==> src/rtl/ais_pkg.sv <==
package ais_pkg;

    typedef enum logic {
        LINE_E1 = 1'b0,
        LINE_T1 = 1'b1
    } line_mode_e;

    // Default window geometry and thresholds per line mode
    localparam int unsigned E1_WIN_BITS    = 512;
    localparam int unsigned T1_WIN_BITS    = 4632;
    localparam int unsigned E1_SET_MAX     = 2;
    localparam int unsigned E1_CLR_MIN     = 3;
    localparam int unsigned T1_SET_MAX     = 4;
    localparam int unsigned T1_CLR_MIN     = 5;
    localparam int unsigned ZERO_SATURATE  = 8;

    // Result of the window that closes in the current cycle
    typedef struct packed {
        logic closing;
        logic may_set;
        logic may_clear;
    } verdict_t;

    function automatic int unsigned max_u(input int unsigned a, input int unsigned b);
        return (a > b) ? a : b;
    endfunction

endpackage

==> src/rtl/ais_window_ctr.sv <==
module ais_window_ctr
    import ais_pkg::*;
#(
    parameter int unsigned E1_LEN = E1_WIN_BITS,
    parameter int unsigned T1_LEN = T1_WIN_BITS
) (
    input  logic       clk,
    input  logic       restart,
    input  logic       bit_vld,
    input  line_mode_e mode,
    output logic       last_bit
);
    localparam int unsigned MAX_LEN = max_u(E1_LEN, T1_LEN);
    localparam int unsigned CNT_W   = $clog2(MAX_LEN);
    localparam logic [CNT_W-1:0] E1_END = CNT_W'(E1_LEN - 1);
    localparam logic [CNT_W-1:0] T1_END = CNT_W'(T1_LEN - 1);

    logic [CNT_W-1:0] pos_q;
    logic [CNT_W-1:0] end_pos;

    always_comb begin
        end_pos  = (mode == LINE_T1) ? T1_END : E1_END;
        last_bit = bit_vld && (pos_q == end_pos);
    end

    always_ff @(posedge clk) begin
        if (restart) begin
            pos_q <= '0;
        end else if (bit_vld) begin
            pos_q <= last_bit ? '0 : pos_q + 1'b1;
        end
    end

endmodule

==> src/rtl/ais_zero_tally.sv <==
module ais_zero_tally
    import ais_pkg::*;
#(
    parameter int unsigned SAT = ZERO_SATURATE,
    localparam int unsigned ZW = $clog2(SAT + 1)
) (
    input  logic          clk,
    input  logic          restart,
    input  logic          bit_vld,
    input  logic          bit_in,
    input  logic          last_bit,
    output logic [ZW-1:0] zeros_now
);
    localparam logic [ZW-1:0] SAT_V = ZW'(SAT);

    logic [ZW-1:0] tally_q;
    logic [ZW-1:0] bumped;

    always_comb begin
        bumped    = (!bit_in && tally_q != SAT_V) ? tally_q + 1'b1 : tally_q;
        zeros_now = bit_vld ? bumped : tally_q;
    end

    always_ff @(posedge clk) begin
        if (restart) begin
            tally_q <= '0;
        end else if (bit_vld) begin
            tally_q <= last_bit ? '0 : bumped;
        end
    end

endmodule

==> src/rtl/ais_judge.sv <==
module ais_judge
    import ais_pkg::*;
#(
    parameter int unsigned E1_SET = E1_SET_MAX,
    parameter int unsigned E1_CLR = E1_CLR_MIN,
    parameter int unsigned T1_SET = T1_SET_MAX,
    parameter int unsigned T1_CLR = T1_CLR_MIN,
    parameter int unsigned ZW     = 4
) (
    input  logic          clk,
    input  logic          restart,
    input  line_mode_e    mode,
    input  logic          last_bit,
    input  logic [ZW-1:0] zeros_now,
    output logic          ais,
    output logic          win_end
);
    localparam logic [ZW-1:0] E1_SET_V = ZW'(E1_SET);
    localparam logic [ZW-1:0] E1_CLR_V = ZW'(E1_CLR);
    localparam logic [ZW-1:0] T1_SET_V = ZW'(T1_SET);
    localparam logic [ZW-1:0] T1_CLR_V = ZW'(T1_CLR);

    verdict_t v;

    always_comb begin
        v.closing = last_bit;
        if (mode == LINE_T1) begin
            v.may_set   = zeros_now <= T1_SET_V;
            v.may_clear = zeros_now >= T1_CLR_V;
        end else begin
            v.may_set   = zeros_now <= E1_SET_V;
            v.may_clear = zeros_now >= E1_CLR_V;
        end
    end

    always_ff @(posedge clk) begin
        if (restart) begin
            ais     <= 1'b0;
            win_end <= 1'b0;
        end else begin
            win_end <= v.closing;
            if (v.closing) begin
                if (!ais && v.may_set) begin
                    ais <= 1'b1;
                end else if (ais && v.may_clear) begin
                    ais <= 1'b0;
                end
            end
        end
    end

endmodule

==> src/rtl/ais_window_monitor.sv <==
module ais_window_monitor
    import ais_pkg::*;
#(
    parameter int unsigned E1_LEN = E1_WIN_BITS,
    parameter int unsigned T1_LEN = T1_WIN_BITS,
    parameter int unsigned E1_SET = E1_SET_MAX,
    parameter int unsigned E1_CLR = E1_CLR_MIN,
    parameter int unsigned T1_SET = T1_SET_MAX,
    parameter int unsigned T1_CLR = T1_CLR_MIN,
    // must be at least the larger clear threshold
    parameter int unsigned SAT    = ZERO_SATURATE
) (
    input  logic clk,
    input  logic rst,
    input  logic mode_sel,
    input  logic bit_vld,
    input  logic bit_in,
    output logic ais,
    output logic win_end
);
    localparam int unsigned ZW = $clog2(SAT + 1);

    line_mode_e    mode;
    line_mode_e    mode_q;
    logic          restart;
    logic          last_bit;
    logic [ZW-1:0] zeros_now;

    always_comb begin
        mode    = line_mode_e'(mode_sel);
        restart = rst || (mode != mode_q);
    end

    always_ff @(posedge clk) begin
        mode_q <= mode;
    end

    ais_window_ctr #(
        .E1_LEN (E1_LEN),
        .T1_LEN (T1_LEN)
    ) u_ctr (
        .clk      (clk),
        .restart  (restart),
        .bit_vld  (bit_vld),
        .mode     (mode),
        .last_bit (last_bit)
    );

    ais_zero_tally #(
        .SAT (SAT)
    ) u_tally (
        .clk       (clk),
        .restart   (restart),
        .bit_vld   (bit_vld),
        .bit_in    (bit_in),
        .last_bit  (last_bit),
        .zeros_now (zeros_now)
    );

    ais_judge #(
        .E1_SET (E1_SET),
        .E1_CLR (E1_CLR),
        .T1_SET (T1_SET),
        .T1_CLR (T1_CLR),
        .ZW     (ZW)
    ) u_judge (
        .clk       (clk),
        .restart   (restart),
        .mode      (mode),
        .last_bit  (last_bit),
        .zeros_now (zeros_now),
        .ais       (ais),
        .win_end   (win_end)
    );

endmodule

==> config.mk <==
export PLATFORM = sky130hd
export DESIGN_NAME = ais_window_monitor
export DESIGN_NICKNAME = d
export VERILOG_FILES = /design/src/rtl/ais_pkg.sv /design/src/rtl/ais_window_ctr.sv /design/src/rtl/ais_zero_tally.sv /design/src/rtl/ais_judge.sv /design/src/rtl/ais_window_monitor.sv
export SDC_FILE = /design/constraint.sdc
export NUM_CORES = 1
export LEC_CHECK = 0
export BUFFER_PORTS_ARGS = -buffer_cell sky130_fd_sc_hd__buf_2
export CAP_MARGIN = 20
export CORE_MARGIN = 2
export CORE_UTILIZATION = 59
export DETAILED_ROUTE_END_ITERATION = 10
export PLACE_DENSITY = 0.78
export SLEW_MARGIN = 15
export SYNTH_ARGS = -nofsm -noshare
export SYNTH_HDL_FRONTEND = slang
export SYNTH_HIERARCHICAL = 1
export SYNTH_SLANG_ARGS = --single-unit
==> constraint.sdc <==
create_clock -name clk -period 2.4 [get_ports clk]
set_input_delay 0.36 -clock clk [delete_from_list [all_inputs] [get_ports clk]]
set_output_delay 0.36 -clock clk [all_outputs]
set_load 0.005 [all_outputs]
* Word-level counts from Yosys, hierarchy flattened
Cells that the tools add are included.
Operators by class: $add $sub $neg 2, $lt $le $gt $ge 4, multiplexer cells 8, reduce and logical (&&, ||, !) cells 9, equal/unequal tests 3
Operators by type and width (number):
- 13-bit two-way mux | 2
- 13-bit by 1-bit adder with 13-bit output (second input constant) | 1
- 13-bit equality test | 1
- 4-bit two-way mux | 3
- 4-bit by 1-bit adder with 4-bit output (second input constant) | 1
- 4-bit by 2-bit greater-or-equal comparator with 1-bit output (second input constant) | 1
- 4-bit by 3-bit greater-or-equal comparator with 1-bit output (second input constant) | 1
- 4-bit by 2-bit <= comparator with 1-bit output (second input constant) | 1
- 4-bit by 3-bit <= comparator with 1-bit output (second input constant) | 1
- 1-bit logical AND | 4
- 4-bit inequality test (second input constant) | 1
- 1-bit logical NOT | 2
- 1-bit two-way mux | 2
- 2-bit two-way mux | 1
- 2-bit AND reduction | 1
- 2-bit nonzero test | 1
- 1-bit logical OR | 1
- 1-bit inequality test | 1
Word-level totals: output and inout bits 2, input bits 5, flip-flop bits (word level) 20

* Logic depth before layout (Yosys ltp)
depth in word-level cells 9, mapped depth 8, gate-level depth less buffers 8

* Hierarchy
The synthesis kept the hierarchy.
Modules (own cells, without submodules):
- ais_window_ctr | instances 1, cells an instance 77, area each 709.4 µm², sequential area each 260.2 µm²
- ais_zero_tally | instances 1, cells an instance 35, area each 339.1 µm², sequential area each 80.1 µm²
- ais_judge | instances 1, cells an instance 10, area each 116.4 µm², sequential area each 40.0 µm²
- ais_window_monitor | instances 1, cells an instance 3, area each 35.0 µm², sequential area each 20.0 µm²

* Least setup slack after synthesis
OpenSTA, ideal clock, no wires.
path type input -> register, from input bit_vld, to register u_judge.ais, stages on the path 6, slack 0.258 ns, arrival 2.085 ns, data required time 2.343 ns, path through buf_2 > nand3_1 > nor4_2 > inv_1 > a2111oi_4 > a22o_2
Between the ends: elaborated cells on any way between the ends 12, classes of those cells order compare: 4; mux: 3; reduce/logical: 5
RTL lines:
- start, declared | RTL line ais_window_monitor.sv:16 | input logic bit_vld,
- 1-bit logical AND | RTL line ais_window_ctr.sv:23 | last_bit = bit_vld && (pos_q == end_pos);
- net last_bit | RTL line ais_window_monitor.sv:26 | logic last_bit;
- 2-bit AND reduction (no source line)
- end signal, assigned | RTL line ais_judge.sv:38 | ais <= 1'b0;
- end signal, assigned | RTL line ais_judge.sv:44 | ais <= 1'b1;
- end signal, assigned | RTL line ais_judge.sv:46 | ais <= 1'b0;
- end, declared | RTL line ais_judge.sv:15 | output logic ais,
The timed path passes the listed nets, and every way through them passes these cells. A chain may end at the register's enable or synchronous reset.

* Worst setup path after layout
from register u_tally.tally_q[0], to register u_judge.ais
Between the ends: cells in the longest elaborated chain, start to end 9, elaborated cells on any way between the ends 15, classes of those cells add/sub: 1; order compare: 4; eq/ne: 1; mux: 4; reduce/logical: 5
RTL lines:
- start, declared | RTL line ais_zero_tally.sv:16 | logic [ZW-1:0] tally_q;
- start signal, assigned | RTL line ais_zero_tally.sv:28 | tally_q <= last_bit ? '0 : bumped;
- parallel branches: the longest is 2 deep, another holds 4-bit by 1-bit adder with 4-bit output
- 4-bit two-way mux (*) | RTL line ais_zero_tally.sv:20 | bumped = (!bit_in && tally_q != SAT_V) ? tally_q + 1'b1 : tally_q;
- 4-bit two-way mux (*) | RTL line ais_zero_tally.sv:21 | zeros_now = bit_vld ? bumped : tally_q;
- net zeros_now[1] | RTL line ais_window_monitor.sv:27 | logic [ZW-1:0] zeros_now;
- 4-bit by 2-bit greater-or-equal comparator with 1-bit output (tied with other cells) | RTL line ais_judge.sv:32 | v.may_clear = zeros_now >= E1_CLR_V;
- 2-bit two-way mux (*) | RTL line ais_judge.sv:27 | if (mode == LINE_T1) begin
- 1-bit logical AND, on equally long branches | RTL line ais_judge.sv:45, ais_judge.sv:43
- 2-bit nonzero test (no source line)
- 2-bit AND reduction (no source line)
Mark *: on every way through the listed nets, which the timed path passes.

==> run metrics <==
hold bufs inserted after CTS=0; Netlist cell types=40; clock buffer count from CTS=3; compound-cell area share of the yosys netlist=0.148; leakage power=0.430 nW; Worst EP required=2.65 ns; synth-to-layout area growth=8.86%; initial antenna violation count=0; Mapped Nets=133; post-synthesis mux area share=0.0209; Root Driver=clkbuf_4; Peak Freq=467 MHz; critical path endpoint category=flip-flop; Die H=49.1 um; num ports=7; commonest non-fill, non-tap cell in the layout=dfxtp_1; Routability Congestion=0.850; Pre-Repair DR Iteration Count=4; smallest hold slack=0.281 ns; vias per cell=5.71; R2R Path Start=u_tally/tally_q[0]; first-pass GRT wire length=3830 um; worst-skew pair later-pin latency=0.30 ns; post-route setup TNS=0 ns; Comb pwr share=0.098; P_int=0.450 mW; Syn Inst Count=125; Pwr Total=0.586 mW; XOR/XNOR share of the synthesized area=0.0949; setup slack, reg-to-reg=0.26 ns; CP Class=reg2reg; Critical Path AT=2.39 ns; period utilisation layout=0.891; simple-gate area share of the yosys netlist=0.336; largest net degree at the start of global routing=14; Cell Rows=16; largest fanout on the critical path=6; fraction of layout cells with a size suffix above 1=0.294; Die Area=2410 um2; Bufs and invs on worst path=1; Avg Cell Area, Syn=9.60 um2; Final nets=145; CTS HTree Levels=1; final setup vio count=0; total number of vias=931; adder-cell share of the synthesized area=0.0313; total wire length=2190 um; relative slew slack=0.617; vias in the first global route=908; fill cell count=162; worst vdd ir=524 uV; clk slew on worst S/H paths=0.11 ns; Hold Crit Depth=1; Initial Utilization=0.618; CTS tree=built; hold endpoint=mode_q; Placeable Area=1940 um2; cell count of the worst reg-to-reg path=8; Tmin final=2.14 ns; Ant. Diodes=0; crit-path leading delay family=simple AND/OR/NAND/NOR gates; DP Wirelength=1680 um; Critical Path Slowest Stage Cell=dfxtp_1; flops & latches, synth=20; Max stage delay on crit path=0.43 ns; most frequent cells in the layout=dfxtp_1, nor2_2, xnor2_1, nand2_1, inv_1; Hold WC Path Type=in2reg; Post-route DRC=0; Synthesis Warnings=6; register area share after synthesis=0.334; RSZ-0062 raised after global routing=false; die width=49.1 um; power per cell area=449 nW/um2; Antenna Violating Nets Remaining=0; RR Endpoint=u_judge/ais; sw power=0.136 mW; # resized after CTS=0; HP Start=mode_sel; Layout Skew=0.0115 ns; Post-CTS Setup Bufs=0; Net Sw Frac=0.232; Initial DRC Count=17; outcome=complete, no violations; mapped cell area=1200 um2; Sink Count=20; global route overflow=0; Least-Margin Pin Slew=0.574 ns; WL per Instance=13.4 um; final hold violations=0; Max-Cap Viols=0; Port Buffers=6; Clk pwr share=0.323; register share of total power=0.580; Max Root-Sink Buffers=2; largest family of logic cells by synthesized area=simple AND/OR/NAND/NOR gates; GRT Overall Usage=0.201; startpoint class of the critical path=flip-flop; fin. max-slew vios=0; CP cell instances=inv_1, ha_1, and3b_4, nor2_2, mux2_4, nand2b_4, a2111oi_4, a22o_2
-- cell usage after synthesis --
cell       count  area share
nor2b_1        2       0.010
nand2b_1       3       0.016
o21ai_0        3       0.013
nor3_1         5       0.021
a2111oi_4      1       0.023
o2bb2ai_1      1      0.0073
a31oi_1        1      0.0052
nand4_2        1       0.010
a22o_2         1      0.0083
a32o_1         1      0.0083
buf_6          1      0.0094
nand4_1        4       0.021
nor2_2        11       0.057
buf_2          1      0.0042
nand3_1        5       0.021
nand2_1        9       0.028
dfxtp_1       20        0.33
o31ai_1        2       0.013
nand4b_1       1      0.0073
o41ai_2        3       0.041
nor4b_2        1       0.013
o2111a_1       1      0.0094
or3_1          2       0.010
and2b_1        1      0.0063
nor3b_1        2       0.013
a21oi_1        2      0.0083
xnor2_1       10       0.073
nor4_2         4       0.042
mux2i_1        1      0.0083
xor2_1         3       0.022
and2b_2        1      0.0073
nor2_1         4       0.013
inv_1          7       0.022
mux2_4         1       0.013
o22ai_1        1      0.0052
nand2b_4       2       0.023
and3b_4        1       0.010
and4_1         1      0.0073
ha_1           3       0.031
o2111ai_1      1      0.0073
-- metal layers --
layer,wire length (um),global-route usage
met1,1050,0.267
met2,1030,0.331
met3,112,0.0644
met4,0,0.0143
met5,0,0
-- flip-flops by register name, indices dropped and copies added (netlist names) --
signal	cells
u_tally/tally_q	4
u_ctr/pos_q	13
u_judge/ais	1
u_judge/win_end	1
mode_q	1
-- worst max-delay path by stage --
stage | to | slack [ns] | from | cells past startpoint
finish | u_judge/ais | 0.26 | u_tally/tally_q[0] | 8
global route | u_judge/ais | 0.14 | u_tally/tally_q[0] | 8
CTS | u_judge/ais | 0.26 | u_tally/tally_q[0] | 8
detailed placement | u_judge/ais | 0.28 | u_tally/tally_q[0] | 8
global placement | u_judge/ais | 0.36 | u_tally/tally_q[0] | 8
floorplan | u_judge/ais | 0.26 | bit_vld | 6
-- cells by family after synthesis --
group | after synthesis
flip-flops | 20
adder cells (fa/ha/maj) | 3
XOR/XNOR | 13
buffers and inverters | 9
multiplexers | 2
AND/OR/NAND/NOR | 60
AO/OA/AOI/OAI | 18
-- power groups by stage --
stage | clock network [mW] | logic (mW) | registers (mW)
after global placement | 0 | 0.0548 | 0.347
after CTS | 0.199 | 0.0573 | 0.340
after global routing | 0.210 | 0.0627 | 0.341
final | 0.189 | 0.0573 | 0.340
after floorplan | 0 | 0.0420 | 0.347
after detailed placement | 0 | 0.0570 | 0.347
-- per-stage QoR --
stage,worst slack (ns),cells,util,area (um2)
6_report,0.261,163,0.673,1310
5_1_grt,0.144,163,0.673,1310
4_1_cts,0.262,163,0.673,1310
3_5_place_dp,0.279,159,0.654,1270
3_3_place_gp,0.359,159,0.654,1270
2_1_floorplan,0.258,125,-,1200
-- cell type report --
class / instances / area, um2 / area share
flip-flops and latches: 20 / 400 / 0.307
well taps: 27 / 33.8 / 0.0259
multi-input cells: 96 / 757 / 0.580
inverters: 7 / 26.3 / 0.0201
repair buffers: 9 / 52.6 / 0.0402
clock buffers: 4 / 36.3 / 0.0278
No activity file was read; power rests on OpenSTA's default activity.
